**config.mk**
```make
export PLATFORM = sky130hd
export DESIGN_NAME = adc_scan_ctrl
export DESIGN_NICKNAME = d
export VERILOG_FILES = /design/src/rtl/adc_scan_ctrl.sv
export SDC_FILE = /design/constraint.sdc
export NUM_CORES = 1
export LEC_CHECK = 0
export BUFFER_PORTS_ARGS = -buffer_cell sky130_fd_sc_hd__buf_4
export CAP_MARGIN = 20
export CORE_UTILIZATION = 50
export DETAILED_ROUTE_END_ITERATION = 7
export MAX_ROUTING_LAYER = met4
export PLACE_DENSITY_LB_ADDON = 0.3
export SYNTH_ARGS = -nofsm -noshare
export SYNTH_HDL_FRONTEND = slang
export SYNTH_SLANG_ARGS = --single-unit
```
**constraint.sdc**
```tcl
create_clock -name clk -period 3.8 [get_ports clk]
set_clock_uncertainty 0.1 [all_clocks]
set_input_delay 0.76 -clock clk [delete_from_list [all_inputs] [get_ports clk]]
set_output_delay 0.76 -clock clk [all_outputs]
set_load 0.01 [all_outputs]
```
**src/rtl/adc_scan_ctrl.sv**
```systemverilog
module adc_scan_ctrl #(
  parameter int ADDR_W        = 2,
  parameter int DATA_W        = 16,
  parameter int CH_W          = 3,
  parameter int SAMPLE_CYCLES = 4
) (
  input  logic              clk,
  input  logic              rst_n,
  input  logic              bus_sel,
  input  logic              bus_wr,
  input  logic [ADDR_W-1:0] bus_addr,
  input  logic [DATA_W-1:0] bus_wdata,
  output logic [DATA_W-1:0] bus_rdata,
  output logic              samp_en,
  output logic              conv_en,
  output logic [CH_W-1:0]   chan_sel,
  input  logic              conv_done,
  input  logic [DATA_W-1:0] conv_data,
  output logic              irq_done,
  output logic              irq_ovr
);

  localparam int CNT_W   = (SAMPLE_CYCLES > 1) ? $clog2(SAMPLE_CYCLES) : 1;
  localparam int END_LSB = CH_W + 1;
  localparam logic [ADDR_W-1:0] A_CTRL  = ADDR_W'(0);
  localparam logic [ADDR_W-1:0] A_RANGE = ADDR_W'(1);
  localparam logic [ADDR_W-1:0] A_RES   = ADDR_W'(2);
  localparam logic [CNT_W-1:0]  SAMP_LAST = CNT_W'(SAMPLE_CYCLES - 1);

  typedef enum logic [1:0] {S_IDLE, S_SAMP, S_CONV} state_t;

  state_t            st;
  logic [CH_W-1:0]   ch, first_ch, last_ch;
  logic [CNT_W-1:0]  cnt;
  logic              cont_mode, done_f, ovr_f, done_ie, ovr_ie;
  logic [DATA_W-1:0] result;

  logic wr_ctrl, wr_range, rd_result, busy, abort, launch, finish;
  logic unused_wbits;

  assign wr_ctrl   = bus_sel & bus_wr & (bus_addr == A_CTRL);
  assign wr_range  = bus_sel & bus_wr & (bus_addr == A_RANGE);
  assign rd_result = bus_sel & ~bus_wr & (bus_addr == A_RES);
  assign busy      = (st != S_IDLE);
  assign abort     = wr_ctrl & ~bus_wdata[0] & busy;
  assign launch    = wr_ctrl & bus_wdata[0] & ~busy;
  assign finish    = (st == S_CONV) & conv_done & ~abort;
  assign unused_wbits = ^bus_wdata[DATA_W-1:END_LSB+CH_W];

  assign samp_en  = (st == S_SAMP);
  assign conv_en  = (st == S_CONV);
  assign chan_sel = ch;
  assign irq_done = done_f & done_ie;
  assign irq_ovr  = ovr_f & ovr_ie;

  always_ff @(posedge clk) begin
    if (!rst_n) begin
      st  <= S_IDLE;
      ch  <= '0;
      cnt <= '0;
    end else if (abort) begin
      st <= S_IDLE;
    end else if (launch) begin
      st  <= S_SAMP;
      ch  <= first_ch;
      cnt <= '0;
    end else begin
      case (st)
        S_SAMP: begin
          if (cnt == SAMP_LAST) st <= S_CONV;
          else                  cnt <= cnt + 1'b1;
        end
        S_CONV: begin
          if (finish) begin
            cnt <= '0;
            if (ch == last_ch) begin
              if (cont_mode) begin
                ch <= first_ch;
                st <= S_SAMP;
              end else begin
                st <= S_IDLE;
              end
            end else begin
              ch <= ch + 1'b1;
              st <= S_SAMP;
            end
          end
        end
        default: ;
      endcase
    end
  end

  always_ff @(posedge clk) begin
    if (!rst_n) begin
      result <= '0;
      done_f <= 1'b0;
      ovr_f  <= 1'b0;
    end else begin
      if (finish) begin
        result <= conv_data;
        done_f <= 1'b1;
      end else if (rd_result) begin
        done_f <= 1'b0;
      end
      if (finish && done_f && !rd_result) ovr_f <= 1'b1;
      else if (wr_ctrl && bus_wdata[3])    ovr_f <= 1'b0;
    end
  end

  always_ff @(posedge clk) begin
    if (!rst_n) begin
      cont_mode <= 1'b0;
      done_ie   <= 1'b0;
      ovr_ie    <= 1'b0;
      first_ch  <= '0;
      last_ch   <= '0;
    end else begin
      if (wr_ctrl) begin
        cont_mode <= bus_wdata[1];
        done_ie   <= bus_wdata[4];
        ovr_ie    <= bus_wdata[5];
      end
      if (wr_range) begin
        first_ch <= bus_wdata[CH_W-1:0];
        last_ch  <= bus_wdata[END_LSB +: CH_W];
      end
    end
  end

  always_comb begin
    bus_rdata = '0;
    case (bus_addr)
      A_CTRL: begin
        bus_rdata[0] = busy;
        bus_rdata[1] = cont_mode;
        bus_rdata[2] = done_f;
        bus_rdata[3] = ovr_f;
        bus_rdata[4] = done_ie;
        bus_rdata[5] = ovr_ie;
      end
      A_RANGE: begin
        bus_rdata[CH_W-1:0]        = first_ch;
        bus_rdata[END_LSB +: CH_W] = last_ch;
      end
      A_RES:   bus_rdata = result;
      default: ;
    endcase
  end

endmodule

```
# Word-level counts from Yosys, hierarchy flattened
# Cells that the tools add are included.
[totals] ff_bits=34
[op_classes] addsub=2 n_eq_ne=12 n_mux=24 bitwise=18 n_reduce_logical=18
[ops] operator="3-bit 2-to-1 mux" n=5
[ops] operator="1-bit AND" n=13
[ops] operator="2-bit 2-to-1 mux" n=6
[ops] operator="2-bit nonzero test" n=6
[ops] operator="9-bit 2-to-1 mux" n=1
[ops] operator="3-bit case mux with 3 select lines" n=1
[ops] operator="2-bit case mux with 2 select lines" n=2
[ops] operator="4-bit AND reduction" n=2
[ops] operator="2-bit == test (second input constant)" n=3
[ops] operator="1-bit 2-to-1 mux" n=6
[ops] operator="3-bit by 1-bit inequality test with 1-bit output (second input constant)" n=2
[ops] operator="3-bit inequality test (second input constant)" n=2
[ops] operator="2-bit case mux with 3 select lines" n=1
[ops] operator="3-bit AND reduction" n=2
[ops] operator="1-bit inverter" n=5
[ops] operator="2-bit by 1-bit == test with 1-bit output (second input constant)" n=2
[ops] operator="2-bit by 1-bit inequality test with 1-bit output (second input constant)" n=2
[ops] operator="1-bit case mux with 2 select lines" n=2
[ops] operator="3-bit by 1-bit adder with 3-bit output (second input constant)" n=1
[ops] operator="3-bit == test" n=1
[ops] operator="1-bit logical AND" n=3
[ops] operator="3-bit nonzero test" n=1
[ops] operator="3-bit OR reduction" n=1
[ops] operator="2-bit by 1-bit adder with 2-bit output (second input constant)" n=1
[ops] operator="other kinds (3)" n=3

# Logic depth before layout (Yosys ltp)
# Gate-level depths: netlist of the first run.
[logic_depth] word_depth=9 depth_mapped=9

# Worst setup path before layout of the first run
# OpenSTA, ideal clock, no wires.
[synth_timing] path_type="input port to output port" start="in bus_addr[0]" end="out bus_rdata[3]" t_arrival_ns=1.596 t_required_ns=2.940 setup_slack_ns=1.344 stages=5 cell_sequence="inv_1 -> ha_1 -> clkbuf_1 -> clkbuf_1 -> a22o_1"
[synth_via] elab_chain_len=2 word_cells_on_any_way=3 cone_classes="eq/ne: 1; mux: 1; reduce/logical: 1"
[synth_rtl] element="start: declaration" line_no="11" text="input logic [ADDR_W-1:0] bus_addr,"
[synth_rtl] element="2-bit == test or 2-bit zero test (tied branches)" line_no="133" text="case (bus_addr)"
[synth_rtl] element="1-bit case mux with 2 select lines (*)" line_no="133"
[synth_rtl] element="end: declaration" line_no="13" text="output logic [DATA_W-1:0] bus_rdata,"
# Mark *: on every way between the ends. The rest lies on a longest branch, timed or not.

# Worst setup path after layout of the first run
[layout_timing] start="in bus_addr[0]" end="out bus_rdata[4]"
[layout_via] elab_chain_len=2 word_cells_on_any_way=4 cone_classes="eq/ne: 2; mux: 1; reduce/logical: 1"
[layout_rtl] element="2-bit == test (tied with other cells)" line_no="133"
[layout_rtl] element="2-bit case mux with 3 select lines (*)" line_no="133"
# Marks and branches as above.

==> metrics.txt, run 1 <==
critical-path cell list buf_4, inv_1, ha_1, a222oi_1, nor2_1, buf_4; Slew headroom 56.3%; final-report hold violation count 0; nets@finish 312; 1st-pass router iterations 5; Post-CTS Resized 0; worst slew pin tran 0.652 ns; sequential share of power 48.5%; Synth Cell Area 0.00183 mm2; Final min period 2.84 ns; WL/cell 13.3 um; largest buffer count on any clock path 2; Met3 Wirelength 263 um; Placed Instance Area 0.00224 mm2; clk sinks 34; Setup CP Type in -> out; commonest non-fill, non-tap cell in the layout buf_4; Critical Path Slowest Stage Cell a222oi_1; hold_ws 0.357 ns; most frequent cells in the layout 53 x buf_4, 48 x nand2_1, 34 x dfxtp_1, 12 x and2_1, 12 x a21boi_0; number of port buffers 52; Final Cycle Share 74.7%; pwr/cell area 342 mW/mm2; Mapped Cells 214; total die area 0.00390 mm2; number of remaining DRC errors 0; CTS tree done; Via-to-Cell Ratio 5.25; initial antenna violation count 0; CTS clk-pin slew, worst paths 0.11 ns; status finished, final reports clean; Syn-to-layout area delta 26.6%; first-pass GRT wire length 6910 um; CP required 2.94 ns; Initial DRC Count 137; root buffer cell clkbuf_4; fill count 298; CP arrival 1.98 ns; setup TNS 0 ns; Yosys cell types 38; Final Cell Area 0.00231 mm2; Starting Density 53.5%; footprint of the multi-input gates 0.00106 mm2; Setup Buffers After CTS 0; Total Wirelength 4140 um; largest net degree at the start of global routing 37; RSZ-0062 raised after global routing false; row count 21; Die W 62.5 um; CTS Buf Count 5; Max FO, Critical Path 17; switching share of total power 26.9%; post-synthesis sequential area ratio 37.2%; Most common cell on crit path buf_4; max-slew violation count 0; Top Ports 62; crit path capture type output port; Die Ht 62.5 um; clock network power share 33.0%; Hold Crit Class reg -> reg; DR WL met2 1890 um; sequential cell area 681 um2; Mean Syn Cell Area 8.54 um2; Max-cap violations 0; startpoint types input pin; DP Wirelength 3050 um; via count 1628; CORE AREA 0.00342 mm2; antenna cells 0; combinational power share 18.5%; number of global-route vias before repair 1459; global router's overall resource usage 23.6%; P_sw 0.213 mW; Yosys reg bits 34; Lkg Pwr 1.01 nW; fmax 352 MHz; Ys Warns 0; layout cells sized above 1 25.8%; Worst path max stage delay 0.44 ns; gpl congestion 0.787; Clk Latency, worst-skew pair 0.34 ns; # setup viols final 0; Max Used Layer met4; global route total overflow 0; H-tree Lvls 2; P_int 0.578 mW; peak supply drop 0.000256 V; antenna-violating nets left 0; M1 WL 1940 um; Core Util, Final 67.7%; syn_nets 263; CTS hold repair buffers 0
## cell usage after synthesis
library cell	number	area share, %
nand2_1	48	9.9
dfxtp_1	34	37
a21boi_0	12	4.9
and2_1	12	4.1
ha_1	10	6.8
nor2_1	10	2.1
a21boi_1	9	3.7
mux2i_1	9	4.9
inv_1	8	1.6
o21ai_0	8	2.2
clkbuf_1	7	1.4
nor2b_1	7	2.4
a222oi_1	6	3.3
a21oi_1	3	0.82
buf_4	3	1.2
xor2_1	3	1.4
nand3_1	2	0.55
o21a_1	2	0.82
o31ai_1	2	0.82
a21o_1	1	0.41
a22o_1	1	0.48
a22oi_1	1	0.41
a41o_1	1	0.55
and3_2	1	0.41
buf_2	1	0.27
clkbuf_2	1	0.27
nand3_2	1	0.55
nand3_4	1	0.96
nand3b_1	1	0.41
nand4_1	1	0.34
nand4b_1	1	0.48
nor3_1	1	0.27
nor3b_1	1	0.41
nor4_1	1	0.34
o21ai_2	1	0.48
o22ai_1	1	0.34
o311ai_4	1	1.4
o32ai_2	1	0.89
## final timing paths
check	startpoint	end	slack, ns	cells past startpoint
worst max-delay path	bus_addr[0]	bus_rdata[4]	0.96	6
worst min-delay path	result[10]	result[10]	0.36	2
worst max register to register	st[0]	result[2]	1.65	7
worst min register to register	result[10]	result[10]	0.36	2
## per-stage QoR
stage / std cells / setup slack (ns) / total power [mW]
floorplan: 214 / 1.34 / 0.483
global placement: 301 / 0.854 / 0.533
detailed placement: 302 / 0.967 / 0.538
CTS: 310 / 0.970 / 0.795
global route: 310 / 0.820 / 0.842
finish: 310 / 0.961 / 0.791
## worst max-delay path, delay by kind of cell
kind,cells,cell delay [ns]
simple gates,1,0.09
compound gates,1,0.44
buf+inv,3,0.30
fa+ha+maj,1,0.39
## metal layers
metal | up-vias | GRT usage, %
li1 | 841 | -
met1 | 727 | 29.9
met2 | 55 | 36.0
met3 | 5 | 8.03
met4 | 0 | 5.23
met5 | - | -
## area by class of cell
type                       count  share of cell area, %
multi-input combinational    160                   45.8
sequential                    34                   29.4
timing repair buffer          54                   17.7
tap                           46                   2.49
clock inverter                 3                   1.73
clock buffer                   5                   1.62
inverter                       8                   1.30
## sequential cells by signal, indices dropped and copies added, names as in the netlist
register   cells
cnt            2
ovr_f          1
ovr_ie         1
chan_sel       3
done_ie        1
st             2
result        16
cont_mode      1
first_ch       3
last_ch        3
done_f         1
## cell families (layout without fill, tap and decap cells)
family          count (synthesis)  after routing  synth area share, %
fa+ha+maj                      10             10                 6.84
xor+xnor                        3              3                 1.44
compound gates                 50             50                 21.6
mux                             9              9                 4.93
buf+inv                        20             70                 4.86
flops                          34             34                 37.2
simple gates                   88             88                 23.1
## power groups by stage
stage,combinational (mW),clock (mW),sequential (mW)
6_report,0.146,0.261,0.384
5_1_grt,0.162,0.293,0.386
4_1_cts,0.147,0.265,0.384
3_5_place_dp,0.146,0,0.392
3_3_place_gp,0.142,0,0.391
2_1_floorplan,0.0937,0,0.389
Note: power is estimated with default switching activity, not from simulation.
==> run 2, diff against run 1 <==
--- a/config.mk
+++ b/config.mk
@@ -5,6 +5,7 @@
 export SDC_FILE = /design/constraint.sdc
 export NUM_CORES = 1
 export LEC_CHECK = 0
+export ABC_AREA = 1
 export BUFFER_PORTS_ARGS = -buffer_cell sky130_fd_sc_hd__buf_4
 export CAP_MARGIN = 20
 export CORE_UTILIZATION = 50
==> constraint.sdc (replaced) <==
create_clock -name clk -period 2.75 [get_ports clk]
set_clock_uncertainty 0.1 [all_clocks]
set_input_delay 0.55 -clock clk [delete_from_list [all_inputs] [get_ports clk]]
set_output_delay 0.55 -clock clk [all_outputs]
set_load 0.01 [all_outputs]
==> run 2 against run 1 <==
Against the previous run: sequential power rose by 60%; worst setup slack got worse by 0.48 ns; worst hold slack improved by 0.023 ns; critical path type unchanged; critical endpoint is now bus_rdata[3].
==> metrics.txt, run 2 <==
status finished, final reports clean (unchanged); Initial DRC Count 99 (was 137); max-slew violation count 0 (unchanged); Final min period 2.27 ns; Lkg Pwr 1.21 nW (was 1.01 nW); largest buffer count on any clock path 2 (unchanged); # setup viols final 0 (unchanged); Top Ports 62 (unchanged); number of remaining DRC errors 0 (unchanged); number of port buffers 52 (unchanged); sequential share of power 39.0% (was 48.5%); r2r worst-path depth 10 (was 7); largest net degree at the start of global routing 24 (was 37); antenna-violating nets left 0 (unchanged); Die W 64.1 um (was 62.5 um); Post-synth EDFFs 0 (unchanged); most frequent cells in the layout 69 x nand2_1, 54 x buf_4, 40 x nor2_1, 34 x dfxtp_1, 32 x inv_1 (was 53 x buf_4, 48 x nand2_1, 34 x dfxtp_1, 12 x and2_1, 12 x a21boi_0); antenna cells 0 (unchanged); Mean Syn Cell Area 6.92 um2 (was 8.54 um2); Synth Cell Area 0.00193 mm2 (was 0.00183 mm2); Most common cell on crit path buf_4 (unchanged); CP Depth 6 (unchanged); via count 1862 (was 1628); largest cells by area after synthesis dfxtp_1 35%, nand2_1 13%, nor2_1 7.8%, ha_1 6.5%, inv_1 6.2% (was dfxtp_1 37%, nand2_1 9.9%, ha_1 6.8%, mux2i_1 4.9%, a21boi_0 4.9%); clk sinks 34 (unchanged); critical-path cell list buf_4, inv_1, ha_1, buf_4, a22o_1, buf_4 (was buf_4, inv_1, ha_1, a222oi_1, nor2_1, buf_4); Setup Buffers After CTS 0 (unchanged); Primary FF master, synth dfxtp_1 (unchanged); Mapped Cells 279 (was 214); asr flop ratio synth 0% (unchanged); Starting Density 52.3% (was 53.5%); simple-gate share of the synthesized area 33.2% (was 23.1%); setup TNS 0 ns (unchanged); Biggest register result (unchanged); global route total overflow 0 (unchanged); startpoint types input pin (unchanged); CTS clk-pin slew, worst paths 0.07 ns (was 0.11 ns); post-synthesis sequential area ratio 35.3% (was 37.2%); H-tree Lvls 2 (unchanged); Core Util, Final 65.6% (was 67.7%); Hold Crit Class reg -> reg (unchanged); CTS tree done (unchanged); CP required 2.10 ns (was 2.94 ns); Ys Warns 0 (unchanged); max FFs per register 16 (unchanged); CORE AREA 0.00369 mm2 (was 0.00342 mm2); Post-CTS Resized 0 (unchanged); post-synth top area cell dfxtp_1 (unchanged); combinational family with the most area after synthesis simple AND/OR/NAND/NOR gates (unchanged); CTS hold repair buffers 0 (unchanged); Synth Area in Adders 6.49% (was 6.84%); row count 22 (was 21); Setup CP Type in -> out (unchanged); Worst path max stage delay 0.38 ns (was 0.44 ns); Clk Latency, worst-skew pair 0.28 ns (was 0.34 ns); 1st-pass router iterations 4 (was 5); top cell type's share of synthesized area 35.3% (was 37.2%); P_sw 0.564 mW (was 0.213 mW); fmax 440 MHz; Yosys reg bits 34 (unchanged); CP arrival 1.62 ns (was 1.98 ns); RSZ-0062 raised after global routing false (unchanged); P_int 1.01 mW (was 0.578 mW); commonest non-fill, non-tap cell in the layout nand2_1 (was buf_4); combinational power share 37.2% (was 18.5%); XOR/XNOR share of the synthesized area 0.908% (was 1.44%); Syn-to-layout area delta 25.5% (was 26.6%); syn_nets 328 (was 263); total die area 0.00411 mm2 (was 0.00390 mm2); Max FO, Critical Path 11 (was 17); gpl congestion 0.884 (was 0.787); root buffer cell clkbuf_8 (was clkbuf_4); nets@finish 379 (was 312); initial antenna violation count 0 (unchanged); layout cells sized above 1 24.8% (was 25.8%); CTS Buf Count 5 (unchanged); WL/cell 11.4 um (was 13.3 um); Crit path max-delay family buffers and inverters (was compound AO/OA/AOI/OAI gates); top cells by count, synth 69 x nand2_1, 40 x nor2_1, 34 x dfxtp_1, 32 x inv_1, 21 x o21ai_0 (was 48 x nand2_1, 34 x dfxtp_1, 12 x a21boi_0, 12 x and2_1); Max-cap violations 0 (unchanged); worst slew pin tran 0.392 ns (was 0.652 ns); global router's overall resource usage 23.4% (was 23.6%); Slew headroom 73.9% (was 56.3%); top-count cell post-synth nand2_1 (unchanged); Final Cycle Share 82.6%; first-pass GRT wire length 7250 um (was 6910 um); peak supply drop 0.000482 V (was 0.000256 V); final-report hold violation count 0 (unchanged); number of global-route vias before repair 1639 (was 1459); clock network power share 23.9% (was 33.0%); pwr/cell area 650 mW/mm2 (was 342 mW/mm2); Yosys cell types 30 (was 38); DP Wirelength 3130 um (was 3050 um); Buf/Inv on CP 4 (was 3); Critical Path Slowest Stage Cell ha_1 (was a222oi_1); post-synthesis mux area share 0% (was 4.93%); hold path cells 2 (unchanged); crit path capture type output port (unchanged); Synth Area in Compound Gates 13.4% (was 21.6%); Total Wirelength 4320 um (was 4140 um); Via-to-Cell Ratio 4.91 (was 5.25); Die Ht 64.1 um (was 62.5 um); switching share of total power 35.8% (was 26.9%)
run 2: worst paths after layout:
check	slack (ns)	start	to
setup reg to reg	0.99	st[0]	st[0]
hold reg to reg	0.38	done_ie	done_ie
hold / removal	0.38	done_ie	done_ie
setup / recovery	0.48	bus_addr[0]	bus_rdata[3]
run 2: metal layers:
metal | up-vias | routed length [um] | global-route usage (%)
met1 | 829 | 2010 | 27.8
met5 | - | 0 | -
li1 | 976 | - | -
met4 | 0 | 85 | 11.9
met2 | 48 | 2040 | 37.2
met3 | 9 | 190 | 4.82
run 2: kinds of logic after synthesis:
kind of cell | Yosys count
buf+inv | 46
compound gates | 46
xor+xnor | 2
fa+ha+maj | 10
flops | 34
simple gates | 141
run 2: final cells by class:
type | instances | area, um2
clock buffers | 7 | 86.3
flip-flops and latches | 34 | 681
multi-input cells | 199 | 1040
fillers | 351 | 1270
well taps | 48 | 60.1
repair buffers | 54 | 405
clock inverters | 1 | 5.00
inverters | 36 | 143
run 2: per-stage QoR:
step | power, mW | setup WS [ns] | cell area (um2) | hold slack, ns | cells
floorplan | 1.06 | 0.541 | 1930 | 0.350 | 279
global placement | 1.18 | 0.475 | 2330 | 0.364 | 371
detailed placement | 1.20 | 0.470 | 2330 | 0.373 | 371
CTS | 1.58 | 0.467 | 2420 | 0.385 | 379
global route | 1.69 | 0.369 | 2420 | 0.406 | 379
finish | 1.57 | 0.480 | 2420 | 0.381 | 379
run 2: worst register-to-register path, delay by kind of cell, from the launching register on:
family / cells / cell delay, ns
buffers and inverters: 1 / 0.09
AND/OR/NAND/NOR: 7 / 0.73
adder cells (fa/ha/maj): 1 / 0.29
AO/OA/AOI/OAI: 1 / 0.09
flip-flops: 1 / 0.36
run 2: power by group through the flow:
| stage | Clock [mW] | Sequential, mW | Combinational [mW] |
|---|---|---|---|
| detailed placement | 0 | 0.622 | 0.575 |
| finish | 0.376 | 0.613 | 0.585 |
| global placement | 0 | 0.620 | 0.562 |
| CTS | 0.386 | 0.612 | 0.585 |
| floorplan | 0 | 0.613 | 0.450 |
| global route | 0.410 | 0.622 | 0.662 |
==> run 3, diff against run 2 <==
--- a/config.mk
+++ b/config.mk
@@ -5,7 +5,7 @@
 export SDC_FILE = /design/constraint.sdc
 export NUM_CORES = 1
 export LEC_CHECK = 0
-export ABC_AREA = 1
+export ABC_AREA = 0
 export BUFFER_PORTS_ARGS = -buffer_cell sky130_fd_sc_hd__buf_4
 export CAP_MARGIN = 20
 export CORE_UTILIZATION = 50
==> constraint.sdc (replaced) <==
create_clock -name clk -period 2.1 [get_ports clk]
set_clock_uncertainty 0.1 [all_clocks]
set_input_delay 0.42 -clock clk [delete_from_list [all_inputs] [get_ports clk]]
set_output_delay 0.42 -clock clk [all_outputs]
set_load 0.01 [all_outputs]
==> run 3 against run 2 <==
Against the previous run: clock power is 6.9% lower; power decreased by 13%; cell count fell by 13%; critical endpoint is now bus_rdata[4]; first-iteration DRC count rose by 15%; highest routed layer unchanged; routed wire length rose by 5.6%; worst hold slack worse by 0.16 ns; global-route usage grew 0.75 points; design area rose by 2.5%; sequential share of layout area fell by 0.49 points; critical path depth is 1 higher; register-to-register slack worse by 0.80 ns.
==> metrics.txt, run 3 (same netlist as run 1, synthesis figures left out) <==
Buf/Inv on CP 4 (unchanged); r2r worst-path depth 8 (was 10); root buffer cell clkbuf_4 (was clkbuf_8); Top Ports 62 (unchanged); FF-to-FF setup slack 0.19 ns (was 0.99 ns); Die Ht 62.5 um (was 64.1 um); max-slew violation count 0 (unchanged); clk sinks 34 (unchanged); Worst path max stage delay 0.28 ns (was 0.38 ns); final-report hold violation count 0 (unchanged); CP startpoint bus_addr[0] (unchanged); layout cells sized above 1 33.0% (was 24.8%); Lkg Pwr 1.09 nW (was 1.21 nW); number of global-route vias before repair 1555 (was 1639); Critical Path Slowest Stage Cell a222oi_1 (was ha_1); peak supply drop 0.000437 V (was 0.000482 V); hold_ws 0.224 ns (was 0.381 ns); 1st-pass router iterations 4 (unchanged); Max FO, Critical Path 5 (was 11); Biggest register result (unchanged); antenna-violating nets left 0 (unchanged); Slew headroom 69.5% (was 73.9%); CORE AREA 0.00342 mm2 (was 0.00369 mm2); Worst Setup EP bus_rdata[4] (was bus_rdata[3]); RSZ-0062 raised after global routing true (was false); # setup viols final 0 (unchanged); worst slew pin tran 0.454 ns (was 0.392 ns); Most common cell on crit path buf_4 (unchanged); Core Util, Final 72.7% (was 65.6%); max FFs per register 16 (unchanged); status finished, final reports clean (unchanged); fill count 279 (was 351); WL/cell 13.9 um (was 11.4 um); first-pass GRT wire length 7190 um (was 7250 um); global route total overflow 0 (unchanged); Starting Density 53.5% (was 52.3%); total die area 0.00390 mm2 (was 0.00411 mm2); via count 1782 (was 1862); global router's overall resource usage 24.1% (was 23.4%); critical-path cell list buf_4, inv_1, ha_1, buf_4, a222oi_1, nor2_1, buf_4 (was buf_4, inv_1, ha_1, buf_4, a22o_1, buf_4); gpl congestion 0.877 (was 0.884); number of remaining DRC errors 0 (unchanged); Final min period 2.06 ns; CP Depth 7 (was 6); Hold Crit Class in -> reg (was reg -> reg); number of port buffers 52 (unchanged); DP Wirelength 3230 um (was 3130 um); Via-to-Cell Ratio 5.43 (was 4.91); startpoint types input pin (unchanged); CTS clk-pin slew, worst paths 0.09 ns (was 0.07 ns); fmax 486 MHz; Max-cap violations 0 (unchanged); H-tree Lvls 2 (unchanged); Crit path max-delay family buffers and inverters (unchanged); Initial DRC Count 114 (was 99); Setup CP Type in -> out (unchanged); reg2reg end chan_sel[0] (was st[0]); Die W 62.5 um (was 64.1 um); CP required 1.58 ns (was 2.10 ns); CP arrival 1.54 ns (was 1.62 ns); largest buffer count on any clock path 2 (unchanged); reg2reg start st[0] (unchanged); crit path capture type output port (unchanged); Total Power 1.37 mW (was 1.57 mW); antenna cells 0 (unchanged); largest net degree at the start of global routing 37 (was 24); Syn-to-layout area delta 35.8% (was 25.5%); commonest non-fill, non-tap cell in the layout buf_4 (was nand2_1); CTS Buf Count 5 (unchanged); Clk Latency, worst-skew pair 0.34 ns (was 0.28 ns); initial antenna violation count 0 (unchanged); most frequent cells in the layout 72 x buf_4, 48 x nand2_1, 32 x dfxtp_1, 12 x and2_1, 12 x a21boi_0 (was 69 x nand2_1, 54 x buf_4, 40 x nor2_1, 34 x dfxtp_1, 32 x inv_1); Total Wirelength 4560 um (was 4320 um); CTS tree done (unchanged); nets@finish 332 (was 379); pwr/cell area 553 mW/mm2 (was 650 mW/mm2); row count 21 (was 22); Final Cycle Share 98.0%
run 3: cell types whose count changed in the layout (fill, tap and decap cells not counted), moves of 14 or more:
cell / delta
a21oi_1: -14
buf_4: +18
inv_1: -27
nand2_1: -21
nand3_1: -14
nor2_1: -30
run 3: power breakdown:
group | internal, mW | switching, mW | total [mW]
registers | 0.674 | 0.0203 | 0.695
logic | 0.167 | 0.162 | 0.330
clock network | 0.151 | 0.199 | 0.350
run 3: worst min path at each step:
stage | start | end | slack, ns | depth (start not counted)
after floorplan | result[10] | result[10] | 0.33 | 2
after global placement | result[7] | result[7] | 0.34 | 2
after detailed placement | result[7] | result[7] | 0.34 | 2
after CTS | conv_data[14] | result[14] | 0.21 | 3
after global routing | conv_data[8] | result[8] | 0.21 | 3
final | conv_data[14] | result[14] | 0.22 | 3
run 3: area by class of cell:
class / count / area [um2] / area share (%)
Inverter: 8 / 32.5 / 1.31
Tap cell: 46 / 57.6 / 2.32
Timing Repair Buffer: 74 / 572 / 23.0
Sequential cell: 34 / 686 / 27.6
Multi-Input combinational cell: 160 / 1080 / 43.6
Clock buffer: 6 / 51.3 / 2.07
run 3: repair_timing:
action                     4_1_cts  5_1_grt
setup endpoints to repair        5        1
buffers inserted                 1        5
gates resized for setup          6        6
hold endpoints to repair         0        0
pin swaps                        1        3
hold buffers                     0        0
run 3: worst min-delay path, stage by stage:
cell	delay (ns)
buf_4	0.11
nand2_1	0.05
a21boi_1	0.05
run 3: layer usage:
layer | share of wire, % | vias up | global-route usage (%)
met2 | 48 | 70 | 38.6
li1 | - | 875 | -
met1 | 44 | 830 | 29.5
met5 | 0 | - | -
met3 | 6.9 | 7 | 6.20
met4 | 1.4 | 0 | 7.85
run 3: per-stage QoR:
step | worst slack (ns) | setup TNS [ns] | cells | instance area, um2
final | 0.0423 | 0 | 328 | 2480
after global routing | -0.0224 | -0.0224 | 328 | 2480
after global placement | -0.171 | -2.52 | 316 | 2350
after floorplan | 0.191 | 0 | 214 | 1830
after detailed placement | -0.228 | -2.74 | 316 | 2350
after CTS | 0.0260 | 0 | 323 | 2420
